**src/rtl/scanseq_pkg.sv**
```systemverilog
package scanseq_pkg;

  typedef enum logic [1:0] {S_IDLE, S_PACE, S_FIRE, S_BUSY} seqState_t;

  // Strobes from control to datapath
  typedef struct packed {
    logic pacerRestart;
    logic pacerRun;
    logic idxClear;
    logic idxInc;
    logic capture;
  } seqStrobe_t;

  // Stored queue entry: only the decoded fields
  typedef struct packed {
    logic       diff;
    logic [1:0] gain;
    logic [3:0] chan;
    logic       start;
  } qEntry_t;

  localparam logic [2:0] ADDR_QUEUE   = 3'd0;
  localparam logic [2:0] ADDR_CTRL    = 3'd1;
  localparam logic [2:0] ADDR_PACE_LO = 3'd2;
  localparam logic [2:0] ADDR_PACE_MD = 3'd3;
  localparam logic [2:0] ADDR_PACE_HI = 3'd4;
  localparam logic [2:0] ADDR_CMD     = 3'd5;

  localparam int CMD_ARM  = 7;
  localparam int CMD_QRST = 5;
  localparam int CMD_STOP = 4;

  localparam int CTL_CONT  = 2;
  localparam int CTL_EOSIE = 4;

endpackage

```
**src/rtl/scanseq_dp.sv**
```systemverilog
module scanseq_dp
  import scanseq_pkg::*;
#(
  parameter int DEPTH  = 8,
  parameter int CLK_HZ = 20_000_000
) (
  input  logic        clk,
  input  logic        rstN,
  input  logic        regWr,
  input  logic [2:0]  regAddr,
  input  logic [7:0]  regWrData,
  input  logic        extTick,
  input  logic [15:0] convData,
  input  seqStrobe_t  strb,
  output logic        armCmd,
  output logic        stopCmd,
  output logic        qrstCmd,
  output logic        queueEmpty,
  output logic        curStart,
  output logic        lastEntry,
  output logic        pacerTick,
  output logic        contMode,
  output logic        eosIntEn,
  output logic [3:0]  entryChan,
  output logic [1:0]  entryGain,
  output logic        entryDiff,
  output logic        sampleValid,
  output logic [15:0] sampleOut
);

  localparam int CW       = $clog2(DEPTH + 1);
  localparam int IW       = (DEPTH > 1) ? $clog2(DEPTH) : 1;
  localparam int PACER_W  = 24;
  localparam int DIV_FAST = (CLK_HZ / 5_000_000 > 0) ? CLK_HZ / 5_000_000 : 1;
  localparam int DIV_MID  = (CLK_HZ / 1_000_000 > 0) ? CLK_HZ / 1_000_000 : 1;
  localparam int DIV_SLOW = (CLK_HZ / 100_000 > 0) ? CLK_HZ / 100_000 : 1;
  localparam int PW       = $clog2(DIV_SLOW + 1);

  qEntry_t               queue [DEPTH];
  logic [CW-1:0]         queueCnt;
  logic [IW-1:0]         idx;
  logic                  bytePhase;
  logic                  loStart;
  logic [1:0]            clkSel;
  logic [7:0]            paceLo, paceMd, paceHi;
  logic [PACER_W-1:0]    progVal, pacerCnt;
  logic [PW-1:0]         presc, prescTop;
  logic                  preTick;
  qEntry_t               curEntry;

  wire cmdWr   = regWr && (regAddr == ADDR_CMD);
  wire queueWr = regWr && (regAddr == ADDR_QUEUE);
  assign armCmd  = cmdWr && regWrData[CMD_ARM];
  assign stopCmd = cmdWr && regWrData[CMD_STOP];
  assign qrstCmd = cmdWr && regWrData[CMD_QRST];

  // Register file and queue fill
  always_ff @(posedge clk) begin
    if (!rstN) begin
      queueCnt  <= '0;
      bytePhase <= 1'b0;
      loStart   <= 1'b0;
      clkSel    <= 2'b00;
      contMode  <= 1'b0;
      eosIntEn  <= 1'b0;
      paceLo    <= '0;
      paceMd    <= '0;
      paceHi    <= '0;
    end else if (qrstCmd) begin
      queueCnt  <= '0;
      bytePhase <= 1'b0;
    end else if (regWr) begin
      unique case (regAddr)
        ADDR_QUEUE: begin
          bytePhase <= !bytePhase;
          if (!bytePhase) loStart <= regWrData[7];
          else if (queueCnt < CW'(DEPTH)) queueCnt <= queueCnt + CW'(1);
        end
        ADDR_CTRL: begin
          clkSel   <= regWrData[7:6];
          contMode <= regWrData[CTL_CONT];
          eosIntEn <= regWrData[CTL_EOSIE];
        end
        ADDR_PACE_LO: paceLo <= regWrData;
        ADDR_PACE_MD: paceMd <= regWrData;
        ADDR_PACE_HI: paceHi <= regWrData;
        default: ;
      endcase
    end
  end

  always_ff @(posedge clk) begin
    if (queueWr && bytePhase && (queueCnt < CW'(DEPTH)) && !qrstCmd)
      queue[queueCnt[IW-1:0]] <= '{diff: regWrData[6], gain: regWrData[5:4],
                                   chan: regWrData[3:0], start: loStart};
  end

  // Pacer: prescaler followed by reloading down-counter
  assign progVal = {paceHi, paceMd, paceLo};

  always_comb begin
    unique case (clkSel)
      2'b11:   prescTop = PW'(DIV_SLOW - 1);
      2'b10:   prescTop = PW'(DIV_MID - 1);
      2'b01:   prescTop = PW'(DIV_FAST - 1);
      default: prescTop = '0;
    endcase
  end

  assign preTick   = (clkSel == 2'b00) ? extTick : (presc == prescTop);
  assign pacerTick = strb.pacerRun && preTick && (pacerCnt == PACER_W'(1));

  always_ff @(posedge clk) begin
    if (!rstN) begin
      presc    <= '0;
      pacerCnt <= '0;
    end else if (strb.pacerRestart) begin
      presc    <= '0;
      pacerCnt <= progVal;
    end else if (strb.pacerRun) begin
      if (clkSel != 2'b00) presc <= (presc == prescTop) ? '0 : presc + PW'(1);
      if (preTick) pacerCnt <= (pacerCnt == PACER_W'(1)) ? progVal : pacerCnt - PACER_W'(1);
    end
  end

  // Entry index and result capture
  always_ff @(posedge clk) begin
    if (!rstN) begin
      idx         <= '0;
      sampleValid <= 1'b0;
      sampleOut   <= '0;
    end else begin
      if (strb.idxClear)    idx <= '0;
      else if (strb.idxInc) idx <= idx + IW'(1);
      sampleValid <= strb.capture;
      if (strb.capture) sampleOut <= convData;
    end
  end

  assign curEntry   = queue[idx];
  assign curStart   = curEntry.start;
  assign entryChan  = curEntry.chan;
  assign entryGain  = curEntry.gain;
  assign entryDiff  = curEntry.diff;
  assign queueEmpty = (queueCnt == '0);
  assign lastEntry  = ((CW'(idx) + CW'(1)) == queueCnt);

  p_pacer_reload_r2: assert property (@(posedge clk) disable iff (!rstN)
    (pacerTick && !strb.pacerRestart) |=> (pacerCnt == $past(progVal)));

  p_queue_bound_r9: assert property (@(posedge clk) disable iff (!rstN)
    queueCnt <= CW'(DEPTH));

  p_idx_in_queue_r7: assert property (@(posedge clk) disable iff (!rstN)
    strb.pacerRun |-> (CW'(idx) < queueCnt));

  p_sample_pulse_r10: assert property (@(posedge clk) disable iff (!rstN)
    strb.capture |=> (sampleValid && sampleOut == $past(convData)));

endmodule

```
**src/rtl/scanseq_ctrl.sv**
```systemverilog
module scanseq_ctrl
  import scanseq_pkg::*;
(
  input  logic       clk,
  input  logic       rstN,
  input  logic       armCmd,
  input  logic       stopCmd,
  input  logic       qrstCmd,
  input  logic       queueEmpty,
  input  logic       curStart,
  input  logic       lastEntry,
  input  logic       pacerTick,
  input  logic       contMode,
  input  logic       convDone,
  input  logic       statRd,
  output seqStrobe_t strb,
  output logic       convStart,
  output logic       idle,
  output logic       eosFlag
);

  seqState_t state, nextState;
  logic      eosSet;

  always_comb begin
    nextState     = state;
    strb          = '0;
    strb.pacerRun = (state != S_IDLE);
    eosSet        = 1'b0;
    if (stopCmd || qrstCmd) begin
      nextState = S_IDLE;
    end else begin
      unique case (state)
        S_IDLE: if (armCmd && !queueEmpty) begin
          nextState         = S_PACE;
          strb.pacerRestart = 1'b1;
          strb.idxClear     = 1'b1;
        end
        S_PACE: if (!curStart || pacerTick) nextState = S_FIRE;
        S_FIRE: nextState = S_BUSY;
        S_BUSY: if (convDone) begin
          strb.capture = 1'b1;
          if (lastEntry) begin
            eosSet = 1'b1;
            if (contMode) begin
              strb.idxClear = 1'b1;
              nextState     = S_PACE;
            end else begin
              nextState = S_IDLE;
            end
          end else begin
            strb.idxInc = 1'b1;
            nextState   = S_PACE;
          end
        end
        default: nextState = S_IDLE;
      endcase
    end
  end

  always_ff @(posedge clk) begin
    if (!rstN) begin
      state   <= S_IDLE;
      eosFlag <= 1'b0;
    end else begin
      state <= nextState;
      if (eosSet)      eosFlag <= 1'b1;
      else if (statRd) eosFlag <= 1'b0;
    end
  end

  assign convStart = (state == S_FIRE);
  assign idle      = (state == S_IDLE);

  p_fire_single_r11: assert property (@(posedge clk) disable iff (!rstN)
    convStart |=> !convStart);

  p_wait_tick_r5: assert property (@(posedge clk) disable iff (!rstN)
    (state == S_PACE && curStart && !pacerTick && !stopCmd && !qrstCmd) |=> !convStart);

  p_stop_idle_r6: assert property (@(posedge clk) disable iff (!rstN)
    (stopCmd || qrstCmd) |=> idle);

  p_empty_arm_r6: assert property (@(posedge clk) disable iff (!rstN)
    (idle && armCmd && queueEmpty) |=> idle);

  p_oneshot_done_r7: assert property (@(posedge clk) disable iff (!rstN)
    (state == S_BUSY && convDone && lastEntry && !contMode && !stopCmd && !qrstCmd)
      |=> (idle && eosFlag));

endmodule

```
**src/rtl/scan_pacer_seq.sv**
```systemverilog
module scan_pacer_seq
  import scanseq_pkg::*;
#(
  parameter int DEPTH  = 8,
  parameter int CLK_HZ = 20_000_000
) (
  input  logic        clk,
  input  logic        rstN,
  input  logic        regWr,
  input  logic [2:0]  regAddr,
  input  logic [7:0]  regWrData,
  input  logic        statRd,
  input  logic        extTick,
  output logic [7:0]  statusOut,
  output logic        irq,
  output logic        convStart,
  output logic [3:0]  convChan,
  output logic [1:0]  convGain,
  output logic        convDiff,
  input  logic        convDone,
  input  logic [15:0] convData,
  output logic        sampleValid,
  output logic [15:0] sampleOut
);

  seqStrobe_t strb;
  logic armCmd, stopCmd, qrstCmd, queueEmpty, curStart, lastEntry;
  logic pacerTick, contMode, eosIntEn, idle, eosFlag;

  scanseq_dp #(.DEPTH(DEPTH), .CLK_HZ(CLK_HZ)) uDp (
    .clk(clk), .rstN(rstN), .regWr(regWr), .regAddr(regAddr), .regWrData(regWrData),
    .extTick(extTick), .convData(convData), .strb(strb),
    .armCmd(armCmd), .stopCmd(stopCmd), .qrstCmd(qrstCmd), .queueEmpty(queueEmpty),
    .curStart(curStart), .lastEntry(lastEntry), .pacerTick(pacerTick),
    .contMode(contMode), .eosIntEn(eosIntEn),
    .entryChan(convChan), .entryGain(convGain), .entryDiff(convDiff),
    .sampleValid(sampleValid), .sampleOut(sampleOut)
  );

  scanseq_ctrl uCtrl (
    .clk(clk), .rstN(rstN), .armCmd(armCmd), .stopCmd(stopCmd), .qrstCmd(qrstCmd),
    .queueEmpty(queueEmpty), .curStart(curStart), .lastEntry(lastEntry),
    .pacerTick(pacerTick), .contMode(contMode), .convDone(convDone), .statRd(statRd),
    .strb(strb), .convStart(convStart), .idle(idle), .eosFlag(eosFlag)
  );

  assign statusOut = {idle, !idle, 1'b0, eosFlag, 4'b0000};
  assign irq       = eosFlag && eosIntEn;

endmodule

```
**config.mk**
```make
export PLATFORM = sky130hd
export DESIGN_NAME = scan_pacer_seq
export DESIGN_NICKNAME = d
export VERILOG_FILES = /design/src/rtl/scanseq_pkg.sv /design/src/rtl/scanseq_dp.sv /design/src/rtl/scanseq_ctrl.sv /design/src/rtl/scan_pacer_seq.sv
export SDC_FILE = /design/constraint.sdc
export NUM_CORES = 1
export LEC_CHECK = 0
export BUFFER_PORTS_ARGS = -buffer_cell sky130_fd_sc_hd__buf_2
export CORE_MARGIN = 1.5
export CORE_UTILIZATION = 49
export CTS_CLUSTER_DIAMETER = 100
export DETAILED_ROUTE_END_ITERATION = 8
export HOLD_SLACK_MARGIN = 0.02
export PLACE_DENSITY = 0.7
export SKIP_LAST_GASP = 1
export SLEW_MARGIN = 10
export SYNTH_ARGS = -nofsm -noshare
export SYNTH_HDL_FRONTEND = slang
export SYNTH_SLANG_ARGS = --single-unit
export TNS_END_PERCENT = 5
```
**constraint.sdc**
```tcl
create_clock -name clk -period 8.45 [get_ports clk]
set_input_delay 1.69 -clock clk [delete_from_list [all_inputs] [get_ports clk]]
set_output_delay 1.69 -clock clk [all_outputs]
set_load 0.01 [all_outputs]
```
==> summary.md <==
| Metric | Value |
|---|---|
| Mean Syn Cell Area | 10.6 um^2 |
| CTS tree | yes |
| Area of the mapped netlist | 7020 um^2 |
| Crit path DAT | 2.52 ns |
| Worst stage delay on the critical path | 1.02 ns |
| Most common cell after layout, fill and taps aside | nand2_1 |
| Max clock buf depth | 2 |
| Slowest CP cell | dfxtp_1 |
| Most frequent cells in the layout | nand2_1, dfxtp_1, edfxtp_1, buf_2, nor2_1 |
| CP Capture Type | output port |
| Clk root buf | clkbuf_16 |
| Max-slew violations | 0 |
| Final Hold Vio Count | 0 |
| Peak Freq | 237 MHz |
| EDFF count, synth | 64 |
| All-layer global routing usage | 22.9% |
| # hold bufs at CTS | 0 |
| Worst relative slew slack | 20.1% |
| Number of setup violations in the final report | 0 |
| Critical path type | register to output port |
| Resized Gates After CTS | 0 |
| Die Wd | 123 um |
| Drt wl/cell | 17.8 um |
| Setup TNS | 0 ns |
| Final Core Density | 57.3% |
| Synth top area cells | edfxtp_1, dfxtp_1, nand2_1 |
| Startpoint Class | register |
| Post-synth ARST share | 0% |
| Max-Cap Viols | 0 |
| Post-CTS Setup Bufs | 0 |
| Seq cells post-synth | 156 |
| Critical Path RT | 6.76 ns |
| Seq/Total Area, Yosys | 53.6% |
| Num rows | 43 |
| Vias in the first global route | 5,139 |
| PwrDens | 194 nW/um^2 |
| Sink Count | 156 |
| Initial antenna violation count | 3 |
| Lkg Pwr | 2.82 nW |
| Fin crit period | 4.21 ns |
| Hold Crit Class | register to register |
| Initial Util | 50.4% |
| GRT Residual Overflow | 0 |
| Residual DRC | 0 |
| RSZ-0062 raised after global routing | no |
| First-pass GRT wire length | 25.8 mm |
| Largest net degree at the start of global routing | 61 |
| Layout net count | 757 |
| Buffers added on ports | 61 |
| Core area | 13,900 um^2 |
| Synth warn | 0 |
| Worst hold slack | 0.453 ns |
| DR pass1 iterations | 5 |
| WL final | 16.2 mm |
| Clk_lat worst skew | 0.43 ns |
| Routability cong. | 0.908 |
| Worst-Margin Slew | 1.19 ns |
| Worst reg-to-reg setup slack | 5.32 ns |
| Worst vdd ir | 0.142 mV |
| Clock Skew | 0.0104 ns |
| Antenna-violating nets left | 0 |
| Tcrit/Tclk final | 49.8% |
| H-tree Lvls | 4 |
| Synth unique cells | 69 |
| Number of I/O pins | 67 |
| Share of post-route cells with drive strength above 1 | 19.4% |
| Die area | 15,100 um^2 |
| Ys flop type | dfxtp_1 |
| Outcome | finished, final reports clean |
| HPWL after DPL | 11.4 mm |
| First DRT Iteration DRCs | 430 |
| Clk slew on worst S/H paths | 0.06 ns |
| Post-synthesis instance total | 665 |
| Crit Path Max Fanout | 16 |
| Inserted Clock Buffers | 17 |
| Chip Height | 123 um |
| Vias | 5,298 |
| Leading area contributor after synthesis | edfxtp_1 |
| Via density per instance | 5.82 |
| Critical Path, Cell by Cell | mux4_2, mux2_2, buf_2 |
| Total power | 1.55 mW |
| Area delta synth->final | 13.6% |
| Synth top area share | 27.4% |
[where the power goes]
part	switching, mW	total [mW]	internal [mW]
clock	0.309	0.716	0.407
sequential	0.00311	0.789	0.786
combinational	0.0299	0.0429	0.0130
[cell type report]
class | instances | area [um^2]
antenna | 4 | 10.0
clock inverter | 12 | 114
timing repair buffer | 64 | 328
tap | 180 | 225
sequential | 156 | 3760
clock buffer | 20 | 437
multi-input combinational | 464 | 3060
fill | 1182 | 5960
inverter | 11 | 41.3
[flip-flops by register name (all words and copies together) (netlist names), 2 cells and up, named ones only]
name	count
uDp.queueCnt	4
uDp.paceMd	8
uDp.paceLo	8
uDp.paceHi	8
uDp.presc	8
uDp.idx	3
uDp.pacerCnt	24
uDp.queue	64
uDp.clkSel	2
uDp.sampleOut	16
uCtrl.state	2
[routing by layer]
layer | vias up | track usage, % | part of all wire (%) | wire length (um)
li1 | 2517 | - | - | -
met5 | - | 0 | 0 | 0
met1 | 2558 | 28.2 | 43 | 6910
met2 | 196 | 37.5 | 49 | 7930
met3 | 27 | 6.18 | 6.0 | 979
met4 | 0 | 10.4 | 2.4 | 388
[cells by family after synthesis]
kind of cell | after synthesis | share of synthesized area, %
AND/OR/NAND/NOR | 267 | 19.2
flip-flops | 156 | 53.6
AO/OA/AOI/OAI | 129 | 11.7
buffers and inverters | 49 | 3.35
multiplexers | 38 | 8.41
XOR/XNOR | 15 | 1.87
adder cells (fa/ha/maj) | 10 | 1.78
other | 1 | 0.0534
[worst max-delay path, delay by kind of cell (launching register included)]
kind | cells | cell delay, ns
mux | 2 | 0.93
flops | 1 | 1.02
buf+inv | 1 | 0.14
[synth_stat cells (5+ instances only)]
master,n
and2_1,6
dfxtp_1,92
and3_1,6
mux2_2,8
nor4_1,7
nor4_4,5
nor3_1,17
clkbuf_1,22
a32oi_1,8
inv_1,10
xnor2_1,6
xor2_1,9
nand3_1,18
o21ai_0,33
mux4_2,16
edfxtp_1,64
a21oi_1,53
buf_4,9
nand4_1,8
ha_1,10
nand2_1,116
nor2_1,54
mux2i_1,14
[metrics by stage]
step / setup slack [ns] / cell area [um^2] / instances
after floorplan: 4.56 / 7040 / 669
after global placement: 4.35 / 7410 / 875
after detailed placement: 4.28 / 7410 / 875
after CTS: 4.13 / 7960 / 907
after global routing: 4.04 / 7970 / 909
final: 4.24 / 7980 / 911
[path summary, 6_finish.rpt]
check             cells past startpoint                          from                       endpoint
setup / recovery                      3                      register                       convDiff
hold / removal                        2    uDp.paceHi[1]$_SDFFE_PN0P_  uDp.pacerCnt[17]$_SDFFE_PN0P_
setup reg to reg                      8  uDp.queueCnt[1]$_SDFFE_PP0P_  uDp.pacerCnt[14]$_SDFFE_PN0P_
hold reg to reg                       2    uDp.paceHi[1]$_SDFFE_PN0P_  uDp.pacerCnt[17]$_SDFFE_PN0P_
(Power assumes the default switching activity.)
